[src/rtl/hskp_pkg.sv]
package hskp_pkg;
  localparam int unsigned DATA_W = 8;
  localparam int unsigned ADDR_W = 2;

  localparam logic [ADDR_W-1:0] OFS_DATA = 2'd0;
  localparam logic [ADDR_W-1:0] OFS_CTRL = 2'd1;
  localparam logic [ADDR_W-1:0] OFS_STAT = 2'd2;

  localparam int unsigned BIT_DIR   = 0;
  localparam int unsigned BIT_READY = 0;
  localparam int unsigned BIT_RXV   = 1;
  localparam int unsigned BIT_OVR   = 2;

  typedef enum logic [1:0] {
    TX_IDLE    = 2'd0,
    TX_OFFER   = 2'd1,
    TX_RELEASE = 2'd2
  } txState_t;

  typedef struct packed {
    logic loadTx;
    logic loadDir;
    logic captureRx;
    logic clearRx;
    logic setOvr;
    logic clearOvr;
  } dpStrobe_t;
endpackage

[src/rtl/hskp_sync.sv]
module hskp_sync #(
  parameter int unsigned STAGES = 2
) (
  input  logic clk,
  input  logic rstN,
  input  logic asyncIn,
  output logic syncOut
);
  logic [STAGES-1:0] chain;

  generate
    for (genvar i = 0; i < STAGES; i++) begin : g_stage
      if (i == 0) begin : g_first
        always_ff @(posedge clk or negedge rstN) begin
          if (!rstN) chain[0] <= 1'b0;
          else       chain[0] <= asyncIn;
        end
      end else begin : g_next
        always_ff @(posedge clk or negedge rstN) begin
          if (!rstN) chain[i] <= 1'b0;
          else       chain[i] <= chain[i-1];
        end
      end
    end
  endgenerate

  assign syncOut = chain[STAGES-1];
endmodule

[src/rtl/hskp_ctrl.sv]
module hskp_ctrl
  import hskp_pkg::*;
#(
  parameter int unsigned SYNC_STAGES = 2
) (
  input  logic              clk,
  input  logic              rstN,
  input  logic              busSel,
  input  logic              busWr,
  input  logic [ADDR_W-1:0] busAddr,
  input  logic              clrOvrBit,
  input  logic              dirOut,
  input  logic              dataAccepted,
  input  logic              inStrobe,
  output dpStrobe_t         strobes,
  output logic              dataAvail,
  output logic              ready
);
  txState_t state, stateNext;
  logic ackSync, stbSync, stbPrev;
  logic wrData, rdData, wrCtrl, wrStat;

  hskp_sync #(.STAGES(SYNC_STAGES)) u_ackSync (
    .clk(clk), .rstN(rstN), .asyncIn(dataAccepted), .syncOut(ackSync)
  );
  hskp_sync #(.STAGES(SYNC_STAGES)) u_stbSync (
    .clk(clk), .rstN(rstN), .asyncIn(inStrobe), .syncOut(stbSync)
  );

  always_comb begin
    wrData = busSel &&  busWr && (busAddr == OFS_DATA);
    rdData = busSel && !busWr && (busAddr == OFS_DATA);
    wrCtrl = busSel &&  busWr && (busAddr == OFS_CTRL);
    wrStat = busSel &&  busWr && (busAddr == OFS_STAT);
  end

  always_comb begin
    stateNext = state;
    unique case (state)
      TX_IDLE:    if (wrData && dirOut) stateNext = TX_OFFER;
      TX_OFFER:   if (ackSync)          stateNext = TX_RELEASE;
      TX_RELEASE: if (!ackSync)         stateNext = TX_IDLE;
      default:                          stateNext = TX_IDLE;
    endcase
  end

  always_ff @(posedge clk or negedge rstN) begin
    if (!rstN) begin
      state   <= TX_IDLE;
      stbPrev <= 1'b0;
    end else begin
      state   <= stateNext;
      stbPrev <= stbSync;
    end
  end

  assign ready     = (state == TX_IDLE);
  assign dataAvail = (state == TX_OFFER);

  always_comb begin
    strobes.loadTx    = wrData && dirOut && ready;
    strobes.setOvr    = wrData && dirOut && !ready;
    strobes.loadDir   = wrCtrl;
    strobes.clearOvr  = wrStat && clrOvrBit;
    strobes.captureRx = stbSync && !stbPrev && !dirOut;
    strobes.clearRx   = rdData;
  end
endmodule

[src/rtl/hskp_datapath.sv]
module hskp_datapath
  import hskp_pkg::*;
(
  input  logic              clk,
  input  logic              rstN,
  input  dpStrobe_t         strobes,
  input  logic              ready,
  input  logic [ADDR_W-1:0] busAddr,
  input  logic [DATA_W-1:0] busWdata,
  input  logic [DATA_W-1:0] extDataIn,
  output logic [DATA_W-1:0] busRdata,
  output logic [DATA_W-1:0] extDataOut,
  output logic [DATA_W-1:0] extDataOe,
  output logic              dirOut,
  output logic              rxValid,
  output logic              ovrFlag
);
  logic [DATA_W-1:0] txReg, rxReg;
  logic [DATA_W-1:0] statusWord, ctrlWord;

  always_ff @(posedge clk or negedge rstN) begin
    if (!rstN) begin
      txReg   <= '0;
      rxReg   <= '0;
      dirOut  <= 1'b0;
      rxValid <= 1'b0;
      ovrFlag <= 1'b0;
    end else begin
      if (strobes.loadTx)    txReg  <= busWdata;
      if (strobes.loadDir)   dirOut <= busWdata[BIT_DIR];
      if (strobes.captureRx) rxReg  <= extDataIn;
      if (strobes.captureRx)    rxValid <= 1'b1;
      else if (strobes.clearRx) rxValid <= 1'b0;
      if (strobes.setOvr)        ovrFlag <= 1'b1;
      else if (strobes.clearOvr) ovrFlag <= 1'b0;
    end
  end

  generate
    for (genvar b = 0; b < DATA_W; b++) begin : g_oe
      assign extDataOe[b] = dirOut;
    end
  endgenerate

  assign extDataOut = txReg;

  always_comb begin
    statusWord            = '0;
    statusWord[BIT_READY] = ready;
    statusWord[BIT_RXV]   = rxValid;
    statusWord[BIT_OVR]   = ovrFlag;
    ctrlWord              = '0;
    ctrlWord[BIT_DIR]     = dirOut;
    unique case (busAddr)
      OFS_DATA: busRdata = rxReg;
      OFS_CTRL: busRdata = ctrlWord;
      OFS_STAT: busRdata = statusWord;
      default:  busRdata = '0;
    endcase
  end
endmodule

[src/rtl/hsk_port.sv]
module hsk_port
  import hskp_pkg::*;
#(
  parameter int unsigned SYNC_STAGES = 2
) (
  input  logic              clk,
  input  logic              rstN,
  input  logic              busSel,
  input  logic              busWr,
  input  logic [ADDR_W-1:0] busAddr,
  input  logic [DATA_W-1:0] busWdata,
  output logic [DATA_W-1:0] busRdata,
  output logic [DATA_W-1:0] extDataOut,
  output logic [DATA_W-1:0] extDataOe,
  input  logic [DATA_W-1:0] extDataIn,
  output logic              dataAvail,
  input  logic              dataAccepted,
  input  logic              inStrobe
);
  dpStrobe_t strobes;
  logic readyFlag, dirFlag, rxFlag, ovrFlag;

  hskp_ctrl #(.SYNC_STAGES(SYNC_STAGES)) u_ctrl (
    .clk(clk), .rstN(rstN),
    .busSel(busSel), .busWr(busWr), .busAddr(busAddr),
    .clrOvrBit(busWdata[BIT_OVR]),
    .dirOut(dirFlag),
    .dataAccepted(dataAccepted), .inStrobe(inStrobe),
    .strobes(strobes), .dataAvail(dataAvail), .ready(readyFlag)
  );

  hskp_datapath u_dp (
    .clk(clk), .rstN(rstN),
    .strobes(strobes), .ready(readyFlag),
    .busAddr(busAddr), .busWdata(busWdata), .extDataIn(extDataIn),
    .busRdata(busRdata), .extDataOut(extDataOut), .extDataOe(extDataOe),
    .dirOut(dirFlag), .rxValid(rxFlag), .ovrFlag(ovrFlag)
  );
endmodule

[config.mk]
export PLATFORM = sky130hd
export DESIGN_NAME = hsk_port
export DESIGN_NICKNAME = d
export VERILOG_FILES = /design/src/rtl/hskp_pkg.sv /design/src/rtl/hskp_sync.sv /design/src/rtl/hskp_ctrl.sv /design/src/rtl/hskp_datapath.sv /design/src/rtl/hsk_port.sv
export SDC_FILE = /design/constraint.sdc
export NUM_CORES = 1
export LEC_CHECK = 0
export BUFFER_PORTS_ARGS = -buffer_cell sky130_fd_sc_hd__buf_2
export CORE_UTILIZATION = 43
export CTS_BUF_LIST = sky130_fd_sc_hd__clkbuf_4
export CTS_CLUSTER_DIAMETER = 120
export DETAILED_ROUTE_END_ITERATION = 8
export PLACE_DENSITY_LB_ADDON = 0.05
export SLEW_MARGIN = 20
export SYNTH_ARGS = -nofsm -noshare
export SYNTH_HDL_FRONTEND = slang
export SYNTH_SLANG_ARGS = --single-unit
[constraint.sdc]
create_clock -name clk -period 1.25 [get_ports clk]
set_clock_uncertainty 0.05 [all_clocks]
set_input_delay 0.1875 -clock clk [delete_from_list [all_inputs] [get_ports clk]]
set_output_delay 0.1875 -clock clk [all_outputs]
set_load 0.1 [all_outputs]
# == Word level (Yosys, flattened, before mapping) ==
# Cells that the tools add are included.
# W data, S select, Z words.
# op_classes
eq_ne,7
n_mux,9
n_reduce_logical,21
# ops
operator,n
$pmux W8 S3,1
$logic_and A1 B1 Y1,12
$mux W2,3
$pmux W2 S3,1
$eq A2 B1 Y1 const B,2
$eq A2 B2 Y1 const B,2
$logic_not A1 Y1,4
$logic_not A2 Y1,2
$mux W1,4
$ne A2 B2 Y1 const B,2
$reduce_bool A2 Y1,2
$reduce_and A3 Y1,1
$ne A2 B1 Y1 const B,1
# word_totals
out_inout_bits,25
wordCells,48
reg_bits,26
input_bits,24

# == Logic depth before layout (Yosys ltp) ==
# Gate-level depths: netlist (run 1).
# depth
depth_word,5
ltp_mapped,4
mapped_depth_nobuf,3

# == Cells and area by module ==
# Synthesis (run 1) repeated with hierarchy kept, for this count alone.
# hier_totals
cells_unflattened,88
hier_area_um2,1218.7
# by_module_without_submodules
mod,instances,area_each_um2,seq_area_each_um2,cells_each
hskp_datapath,1,920.9,475.5,63
hskp_ctrl,1,197.7,75.1,21
hskp_sync,2,50.0,50.0,2

# == Least setup slack after synthesis (run 1) ==
# Ideal clock, no wire load.
# synth_timing
kind,register to output
from,register u_ctrl.state[1]
to,output port busRdata[0]
path_buffers,0
stages_incl_launch_ff,4
required_time_ps,1013
t_arrival_ps,2814
path_slack_ps,-1801
cell_sequence,dfrtp_1 nor2_1 mux2i_1 o21ai_0
# synth_between
elab_chain_len,2
# synth_rtl
item,line,rtl
from (decl),hskp_ctrl.sv:19,"txState_t state, stateNext;"
from (signal assigned),hskp_ctrl.sv:52,state <= stateNext;
$logic_not A2 Y1,hskp_ctrl.sv:57,assign ready = (state == TX_IDLE);
$pmux W8 S3,hskp_datapath.sv:54,unique case (busAddr)
to (decl),hsk_port.sv:12,"output logic [DATA_W-1:0] busRdata,"
# Every way passes these cells.

# == Worst setup path in the final report (run 1) ==
# Ends and elaborated chain as after synthesis.

==> impl_metrics.prom, run 1 <==
# TYPE chip_impl_metric gauge
chip_impl_info{name="status",value="finished, violations left"} 1
chip_impl_info{name="violations",value="setup timing"} 1
chip_impl_metric{name="cts_buffers",unit=""} 3
chip_impl_metric{name="met3_capacity_usage_during_global_routing",unit="%"} 3.736
chip_impl_metric{name="syn_area",unit="um^2"} 1125
chip_impl_metric{name="max_cap_violations",unit=""} 0
chip_impl_metric{name="global_route_usage_over_all_layers",unit="%"} 20.98
chip_impl_metric{name="fin_crit_sh",unit="%"} 126.2
chip_impl_metric{name="pwr_density_cell",unit="nW/um^2"} 2151
chip_impl_metric{name="final_nets",unit=""} 173
chip_impl_metric{name="final-hold-violation-count",unit=""} 0
chip_impl_metric{name="filler_cell_count",unit=""} 122
chip_impl_metric{name="cts_max_level",unit=""} 1
chip_impl_metric{name="grt_pass1_vias",unit=""} 875
chip_impl_info{name="clockRootBuffer",value="clkbuf_4"} 1
chip_impl_metric{name="die_area",unit="um^2"} 2824
chip_impl_info{name="rsz0062_at_grt",value="yes"} 1
chip_impl_metric{name="routed_wl",unit="mm"} 2.648
chip_impl_metric{name="synthesis.area_per_instance",unit="um^2"} 13.72
chip_impl_metric{name="clock_sink_count",unit=""} 26
chip_impl_metric{name="yosys_register_bits",unit=""} 26
chip_impl_metric{name="grt_max_degree",unit=""} 27
chip_impl_metric{name="dpl.hpwl",unit="mm"} 1.653
chip_impl_metric{name="synth_cells",unit=""} 82
chip_impl_metric{name="num_antenna_cells",unit=""} 0
chip_impl_metric{name="final_critical_path_setup_slack",unit="ns"} -0.3277
chip_impl_metric{name="critPathBufInv",unit=""} 1
chip_impl_metric{name="maximum_count_of_clock_buffers_along_a_single_path",unit=""} 2
chip_impl_metric{name="drv_slew",unit=""} 0
chip_impl_info{name="critical_path.top_delay_family",value="flip-flops"} 1
chip_impl_info{name="critical_path.endpoint_type",value="output pin"} 1
chip_impl_metric{name="worst_pin_slew",unit="ns"} 0.5577
chip_impl_info{name="hold_path_class",value="input pin to flip-flop"} 1
chip_impl_metric{name="crit_path_max_incr_delay",unit="ns"} 0.44
chip_impl_metric{name="share_seq_of_total_power",unit="%"} 27.2
chip_impl_metric{name="power_switching",unit="uW"} 2129
chip_impl_metric{name="sw_frac_of_total",unit="%"} 46.84
chip_impl_info{name="crit_type",value="flip-flop to output pin"} 1
chip_impl_metric{name="fp.dieH",unit="um"} 53.15
chip_impl_metric{name="ant_nets",unit=""} 0
chip_impl_metric{name="layout-area-overhead-vs-synth",unit="%"} 87.88
chip_impl_metric{name="numPortBuffers",unit=""} 48
chip_impl_metric{name="ys.warnings.count",unit=""} 0
chip_impl_metric{name="max_slew_margin",unit="%"} 62.82
chip_impl_metric{name="final_critical_path_required_period",unit="ns"} 1.578
chip_impl_metric{name="cts.reportedPaths.clkPinSlew",unit="ns"} 0.13
chip_impl_metric{name="layout-drive-gt1-share",unit="%"} 77.70
chip_impl_metric{name="gp_congestion",unit=""} 0.7259
chip_impl_info{name="tritoncts_clock_tree",value="done"} 1
chip_impl_info{name="grt_most_used_layer",value="met2"} 1
chip_impl_metric{name="mappedNetlistNets",unit=""} 106
chip_impl_metric{name="combinationalPowerShare",unit="%"} 64.4
chip_impl_metric{name="wire_length_of_the_first_global_routing_pass",unit="mm"} 4.077
chip_impl_metric{name="dr.pass1.iters",unit=""} 4
chip_impl_metric{name="power_leakage",unit="uW"} 0.0009843
chip_impl_metric{name="core.rowCount",unit=""} 18
chip_impl_metric{name="critical_path_arrival",unit="ns"} 1.34
chip_impl_metric{name="drt_drc_violations_left",unit=""} 0
chip_impl_metric{name="globalRoute.totalOverflow",unit=""} 0
chip_impl_metric{name="synth-seq-area-share",unit="%"} 57.84
chip_impl_metric{name="antenna_found_initial",unit=""} 0
chip_impl_metric{name="globalRouteMet2Util",unit="%"} 35.44
chip_impl_metric{name="via_count",unit=""} 872
chip_impl_metric{name="clock_power_share",unit="%"} 8.4
chip_impl_metric{name="num_io_pins",unit=""} 49
chip_impl_metric{name="groute.layer.met1.usage",unit="%"} 25.65
chip_impl_metric{name="power",unit="uW"} 4545
chip_impl_metric{name="worst_voltage_drop_across_the_vdd_grid",unit="mV"} 2.514
chip_impl_info{name="critical_path_cell_by_cell",value="nor2_4, mux2i_2, o21ai_4, buf_12"} 1
chip_impl_metric{name="vias_per_cell",unit=""} 4.899
chip_impl_metric{name="clk-insertion-delay-late",unit="ns"} 0.32
chip_impl_metric{name="initial_utilization",unit="%"} 45.40
chip_impl_metric{name="utilization",unit="%"} 85.30
chip_impl_metric{name="netlist-cell-type-count",unit=""} 20
chip_impl_info{name="critical_path.startpoint_type",value="flip-flop"} 1
chip_impl_metric{name="critical_path_required",unit="ns"} 1.01
chip_impl_metric{name="drt_first_iter_violations",unit=""} 4
chip_impl_info{name="slowest_stage",value="dfrtp_1"} 1
chip_impl_metric{name="timing.fmax",unit="GHz"} 0.6338
chip_impl_metric{name="path_max_fanout",unit=""} 2
chip_impl_metric{name="internal_power",unit="uW"} 2416
chip_impl_metric{name="fp.coreArea",unit="um^2"} 2477
chip_impl_metric{name="die_width",unit="um"} 53.15
chip_impl_metric{name="setup_viol",unit=""} 33
chip_impl_metric{name="wl_per_cell",unit="um"} 14.88
-- final timing paths --
| kind | depth (start not counted) | slack (ns) | end | start |
|---|---|---|---|---|
| worst max-delay path | 4 | -0.33 | busRdata[0] | u_ctrl.state[1]$_DFFE_PN0P_ |
| worst min-delay path | 2 | 0.04 | u_dp.extDataOut[7]$_DFFE_PN0P_ | busWdata[7] |
| worst max register to register | 4 | -0.19 | u_dp.rxReg[6]$_DFFE_PN0P_ | u_dp.dirOut$_DFFE_PN0P_ |
| worst min register to register | 0 | 0.32 | u_ctrl.u_ackSync.syncOut$_DFF_PN0_ | u_ctrl.u_ackSync.chain[0]$_DFF_PN0_ |
| max in group asynchronous | 2 | 0.43 | u_dp.extDataOut[5]$_DFFE_PN0P_ | rstN |
| min in group asynchronous | 2 | 0.32 | u_ctrl.u_stbSync.chain[0]$_DFF_PN0_ | rstN |
-- through the flow --
| step | area, um^2 | TNS (ns) | hold slack, ns | instances | setup WS, ns |
|---|---|---|---|---|---|
| 2_1_floorplan | 1209 | -1.874 | -0.1581 | 82 | -0.2436 |
| 3_3_place_gp | 1852 | -0.3730 | 0.1606 | 157 | -0.03070 |
| 5_1_grt | 2113 | -6.033 | 0.02237 | 178 | -0.3923 |
| 6_report | 2113 | -4.582 | 0.03855 | 178 | -0.3277 |
| 4_1_cts | 2112 | -5.185 | 0.02138 | 177 | -0.3374 |
| 3_5_place_dp | 1852 | -0.5286 | 0.1556 | 157 | -0.06970 |
-- cells in the final DEF, fill, tap and decap left out, types with 2 or more instances in the layout --
cell type / instances
clkbuf_4: 4
buf_16: 2
buf_12: 24
nor2_4: 4
mux2i_1: 2
dfrtp_2: 9
dlygate4sd3_1: 3
dfrtp_1: 17
nand3_4: 2
nand2_1: 2
mux2_4: 16
and2_4: 5
buf_4: 14
buf_6: 3
buf_2: 23
-- state kept, by name (all words and copies together), names as in the netlist --
name                      cells
u_ctrl.stbPrev                1
u_ctrl.u_ackSync.syncOut      1
u_ctrl.u_stbSync.syncOut      1
u_ctrl.u_ackSync.chain        1
u_dp.dirOut                   1
u_dp.ovrFlag                  1
u_dp.rxReg                    8
u_ctrl.u_stbSync.chain        1
u_ctrl.state                  2
u_dp.rxValid                  1
u_dp.extDataOut               8
-- final cells by class --
cell class / instances / area (um^2) / share of cell area (%)
multi-input combinational: 47 / 541.8 / 25.64
clock buffer: 4 / 30.03 / 1.421
tap: 30 / 37.54 / 1.776
sequential: 26 / 661.9 / 31.32
inverter: 1 / 7.507 / 0.3552
timing repair buffer: 70 / 834.6 / 39.49
-- what timing repair did --
item                                    4_1_cts  5_1_grt
endpoints found under the hold margin        28        0
buffers inserted                             11        3
cloned                                        2        0
endpoints found under the setup margin       33       34
resized for setup                            23        8
pin swaps                                     4        2
hold buffers                                  3        0
-- synth_stat cells, drive strengths merged --
cell / instances / area share (%)
a21boi: 1 / 0.67
a21o: 1 / 0.67
and2: 5 / 2.8
and3: 1 / 1.0
buf: 9 / 6.0
dfrtp: 26 / 58
inv: 1 / 0.33
mux2: 17 / 17
mux2i: 3 / 2.7
nand2: 2 / 0.67
nand2b: 2 / 1.1
nand3: 2 / 2.0
nand3b: 1 / 0.67
nand4: 1 / 0.56
nor2: 4 / 2.0
nor2b: 1 / 0.56
nor3b: 1 / 1.7
o21ai: 4 / 1.8
-- worst reg2reg max path, cell delays in order, from the launching register on --
cell     delay, ns
dfrtp_2       0.47
buf_6         0.14
nor3b_4       0.21
buf_12        0.17
mux2_4        0.30
-- per-layer routing --
metal	up-vias	wire length, um
li1	407	-
met1	429	1057
met5	-	0
met3	2	121
met2	34	1448
met4	0	21
-- logic make-up after synthesis --
group / Yosys count / synth area share [%]
buf+inv: 10 / 6.340
mux: 20 / 19.69
simple gates: 20 / 13.02
compound gates: 6 / 3.115
flops: 26 / 57.84
-- power by group through the flow --
| stage | combinational [uW] | sequential, uW | clock, uW |
|---|---|---|---|
| final | 2930 | 1240 | 381 |
| after global routing | 3020 | 1260 | 418 |
| after CTS | 2950 | 1230 | 400 |
| after detailed placement | 2640 | 1240 | 0 |
| after global placement | 2620 | 1230 | 0 |
| after floorplan | 1110 | 1840 | 0 |
(Power assumes the default switching activity.)
==> inputs of run 2 (changes only) <==
--- a/config.mk
+++ b/config.mk
@@ -6,11 +6,13 @@
 export NUM_CORES = 1
 export LEC_CHECK = 0
 export BUFFER_PORTS_ARGS = -buffer_cell sky130_fd_sc_hd__buf_2
+export CAP_MARGIN = 20
 export CORE_UTILIZATION = 43
 export CTS_BUF_LIST = sky130_fd_sc_hd__clkbuf_4
 export CTS_CLUSTER_DIAMETER = 120
 export DETAILED_ROUTE_END_ITERATION = 8
 export PLACE_DENSITY_LB_ADDON = 0.05
+export SETUP_SLACK_MARGIN = 0.4
 export SLEW_MARGIN = 20
 export SYNTH_ARGS = -nofsm -noshare
 export SYNTH_HDL_FRONTEND = slang
==> run 2 against run 1 <==
The run ends with hold timing, setup timing left. Maximum frequency down 2.9%. Hold slack got worse by 0.25 ns. Non-clock buffer count up 1. Count of clock-buffer cells in the layout down 1. Highest routed layer unchanged.
==> impl_metrics.prom, run 2 (same netlist as run 1, synthesis figures left out) <==
# TYPE chip_impl_metric gauge
chip_impl_metric{name="wire_length_of_the_first_global_routing_pass",unit="mm"} 3.822
chip_impl_metric{name="drt_first_iter_violations",unit=""} 12
chip_impl_metric{name="initial_utilization",unit="%"} 45.40
chip_impl_metric{name="wl_per_cell",unit="um"} 15.06
chip_impl_metric{name="finalHoldWorstSlack",unit="ns"} -0.2142
chip_impl_info{name="clockRootBuffer",value="clkbuf_4"} 1
chip_impl_info{name="hold_path_class",value="input pin to asynchronous set/reset pin"} 1
chip_impl_metric{name="power",unit="uW"} 4528
chip_impl_metric{name="layout-drive-gt1-share",unit="%"} 79.05
chip_impl_info{name="violations",value="hold timing, setup timing"} 1
chip_impl_metric{name="path_max_fanout",unit=""} 3
chip_impl_metric{name="clock_sink_count",unit=""} 26
chip_impl_metric{name="filler_cell_count",unit=""} 126
chip_impl_metric{name="num_antenna_cells",unit=""} 0
chip_impl_metric{name="setup_viol",unit=""} 38
chip_impl_metric{name="vias_per_cell",unit=""} 5.011
chip_impl_metric{name="global_route_usage_over_all_layers",unit="%"} 19.95
chip_impl_info{name="slowest_stage",value="dfrtp_1"} 1
chip_impl_metric{name="drv_slew",unit=""} 0
chip_impl_metric{name="dpl.hpwl",unit="mm"} 1.713
chip_impl_metric{name="fin_crit_sh",unit="%"} 130.0
chip_impl_metric{name="max_cap_violations",unit=""} 0
chip_impl_metric{name="grt_max_degree",unit=""} 27
chip_impl_metric{name="core.rowCount",unit=""} 18
chip_impl_metric{name="antenna_found_initial",unit=""} 0
chip_impl_info{name="critical_path_cell_by_cell",value="nor2_4, mux2i_2, o21ai_4, buf_12"} 1
chip_impl_metric{name="groute.layer.met1.usage",unit="%"} 23.46
chip_impl_metric{name="cts.reportedPaths.clkPinSlew",unit="ns"} 0.14
chip_impl_metric{name="die_width",unit="um"} 53.15
chip_impl_info{name="critical_path.startpoint_type",value="flip-flop"} 1
chip_impl_info{name="grt_most_used_layer",value="met2"} 1
chip_impl_metric{name="max_slew_margin",unit="%"} 62.57
chip_impl_metric{name="cts_max_level",unit=""} 1
chip_impl_metric{name="fp.dieH",unit="um"} 53.15
chip_impl_metric{name="timing.fmax",unit="GHz"} 0.6155
chip_impl_metric{name="final_nets",unit=""} 173
chip_impl_metric{name="dr.pass1.iters",unit=""} 4
chip_impl_metric{name="power_leakage",unit="uW"} 0.0009566
chip_impl_info{name="tritoncts_clock_tree",value="done"} 1
chip_impl_metric{name="grt_pass1_vias",unit=""} 858
chip_impl_metric{name="critical_path_arrival",unit="ns"} 1.39
chip_impl_metric{name="worst_voltage_drop_across_the_vdd_grid",unit="mV"} 2.401
chip_impl_metric{name="routed_wl",unit="mm"} 2.680
chip_impl_info{name="critical_path.endpoint_type",value="output pin"} 1
chip_impl_metric{name="critical_path_required",unit="ns"} 1.01
chip_impl_info{name="rsz0062_at_grt",value="yes"} 1
chip_impl_metric{name="post_cts_hold_buffer_count",unit=""} 2
chip_impl_metric{name="final_critical_path_required_period",unit="ns"} 1.625
chip_impl_metric{name="clk-insertion-delay-late",unit="ns"} 0.32
chip_impl_metric{name="gp_congestion",unit=""} 0.7267
chip_impl_metric{name="worst_pin_slew",unit="ns"} 0.5615
chip_impl_metric{name="globalRoute.totalOverflow",unit=""} 0
chip_impl_metric{name="ff2ff_path_depth",unit=""} 5
chip_impl_metric{name="fp.coreArea",unit="um^2"} 2477
chip_impl_info{name="mostFrequentLayoutCells",value="27 x buf_12, 23 x buf_2, 17 x dfrtp_1"} 1
chip_impl_metric{name="ant_nets",unit=""} 0
chip_impl_info{name="status",value="finished, violations left"} 1
chip_impl_metric{name="maximum_count_of_clock_buffers_along_a_single_path",unit=""} 2
chip_impl_metric{name="final_critical_path_setup_slack",unit="ns"} -0.3748
chip_impl_metric{name="numPortBuffers",unit=""} 48
chip_impl_metric{name="crit_path_max_incr_delay",unit="ns"} 0.43
chip_impl_metric{name="via_count",unit=""} 892
chip_impl_metric{name="place_ws",unit="ns"} -0.06945
chip_impl_metric{name="layout-area-overhead-vs-synth",unit="%"} 88.43
chip_impl_info{name="crit_type",value="flip-flop to output pin"} 1
chip_impl_metric{name="cts_buffers",unit=""} 3
chip_impl_metric{name="globalRouteMet2Util",unit="%"} 35.86
chip_impl_metric{name="drt_drc_violations_left",unit=""} 0
chip_impl_metric{name="pwr_density_cell",unit="nW/um^2"} 2136
chip_impl_metric{name="final-hold-violation-count",unit=""} 26
chip_impl_metric{name="met3_capacity_usage_during_global_routing",unit="%"} 1.724
chip_impl_metric{name="num_io_pins",unit=""} 49
chip_impl_info{name="layout_commonest_cell",value="buf_12"} 1
chip_impl_metric{name="die_area",unit="um^2"} 2824
-- run 2: per-stage QoR --
| step | instances | area, um^2 | hold slack [ns] | util (%) | setup TNS, ns |
|---|---|---|---|---|---|
| 5_1_grt | 178 | 2120 | -0.1723 | 85.56 | -7.156 |
| 6_report | 178 | 2120 | -0.2142 | 85.56 | -5.979 |
| 2_1_floorplan | 82 | 1260 | -0.1581 | - | -1.830 |
| 4_1_cts | 171 | 2056 | -0.2029 | 82.98 | -5.308 |
| 3_3_place_gp | 158 | 1891 | 0.1568 | 76.31 | -0.1409 |
| 3_5_place_dp | 158 | 1891 | 0.1617 | 76.31 | -0.6105 |
-- run 2: worst paths after layout --
path                                                      from  slack, ns                                  to
max reg2reg                            u_dp.dirOut$_DFFE_PN0P_      -0.29           u_dp.rxReg[6]$_DFFE_PN0P_
max in group asynchronous                                 rstN       0.95      u_dp.extDataOut[4]$_DFFE_PN0P_
min in group clk                                  extDataIn[7]       0.04           u_dp.rxReg[7]$_DFFE_PN0P_
min reg2reg                u_ctrl.u_ackSync.chain[0]$_DFF_PN0_       0.32  u_ctrl.u_ackSync.syncOut$_DFF_PN0_
max                                u_ctrl.state[0]$_DFFE_PN0P_      -0.37                         busRdata[0]
min                                                       rstN      -0.21           u_dp.rxReg[5]$_DFFE_PN0P_
-- run 2: what timing repair did --
| action | 4_1_cts | 5_1_grt |
|---|---|---|
| gates resized for setup | 13 | 4 |
| setup buffers | 6 | 7 |
| pin swaps | 3 | 2 |
| gates cloned | 1 | 0 |
| hold endpoints to repair | 28 | 26 |
| setup endpoints to repair | 46 | 46 |
-- run 2: critical path: cells and delay by family, from the launching register on --
kind / cells / cell delay, ns
simple gates: 1 / 0.18
compound gates: 1 / 0.15
flops: 1 / 0.43
mux: 1 / 0.11
buf+inv: 1 / 0.19
-- run 2: metal layers --
layer  routed length [um]  up-vias
li1                     -      402
met1                  986      447
met2                 1526       36
met3                  103        7
met4                   64        0
met5                    0        -
-- run 2: layout make-up --
type	instances	area, um^2	share of cell area (%)
timing repair buffer	71	857.1	40.44
sequential	26	681.9	32.17
multi-input combinational	46	509.2	24.03
tap	30	37.54	1.771
clock buffer	3	22.52	1.063
inverter	1	7.507	0.3542
clock inverter	1	3.754	0.1771
-- run 2: power by group --
| part | internal [uW] | leakage [uW] | switching [uW] |
|---|---|---|---|
| combinational | 1170 | 0.000637 | 1720 |
| clock | 117 | 0.0000154 | 243 |
| sequential | 1100 | 0.000304 | 173 |
| total | 2390 | 0.000957 | 2140 |
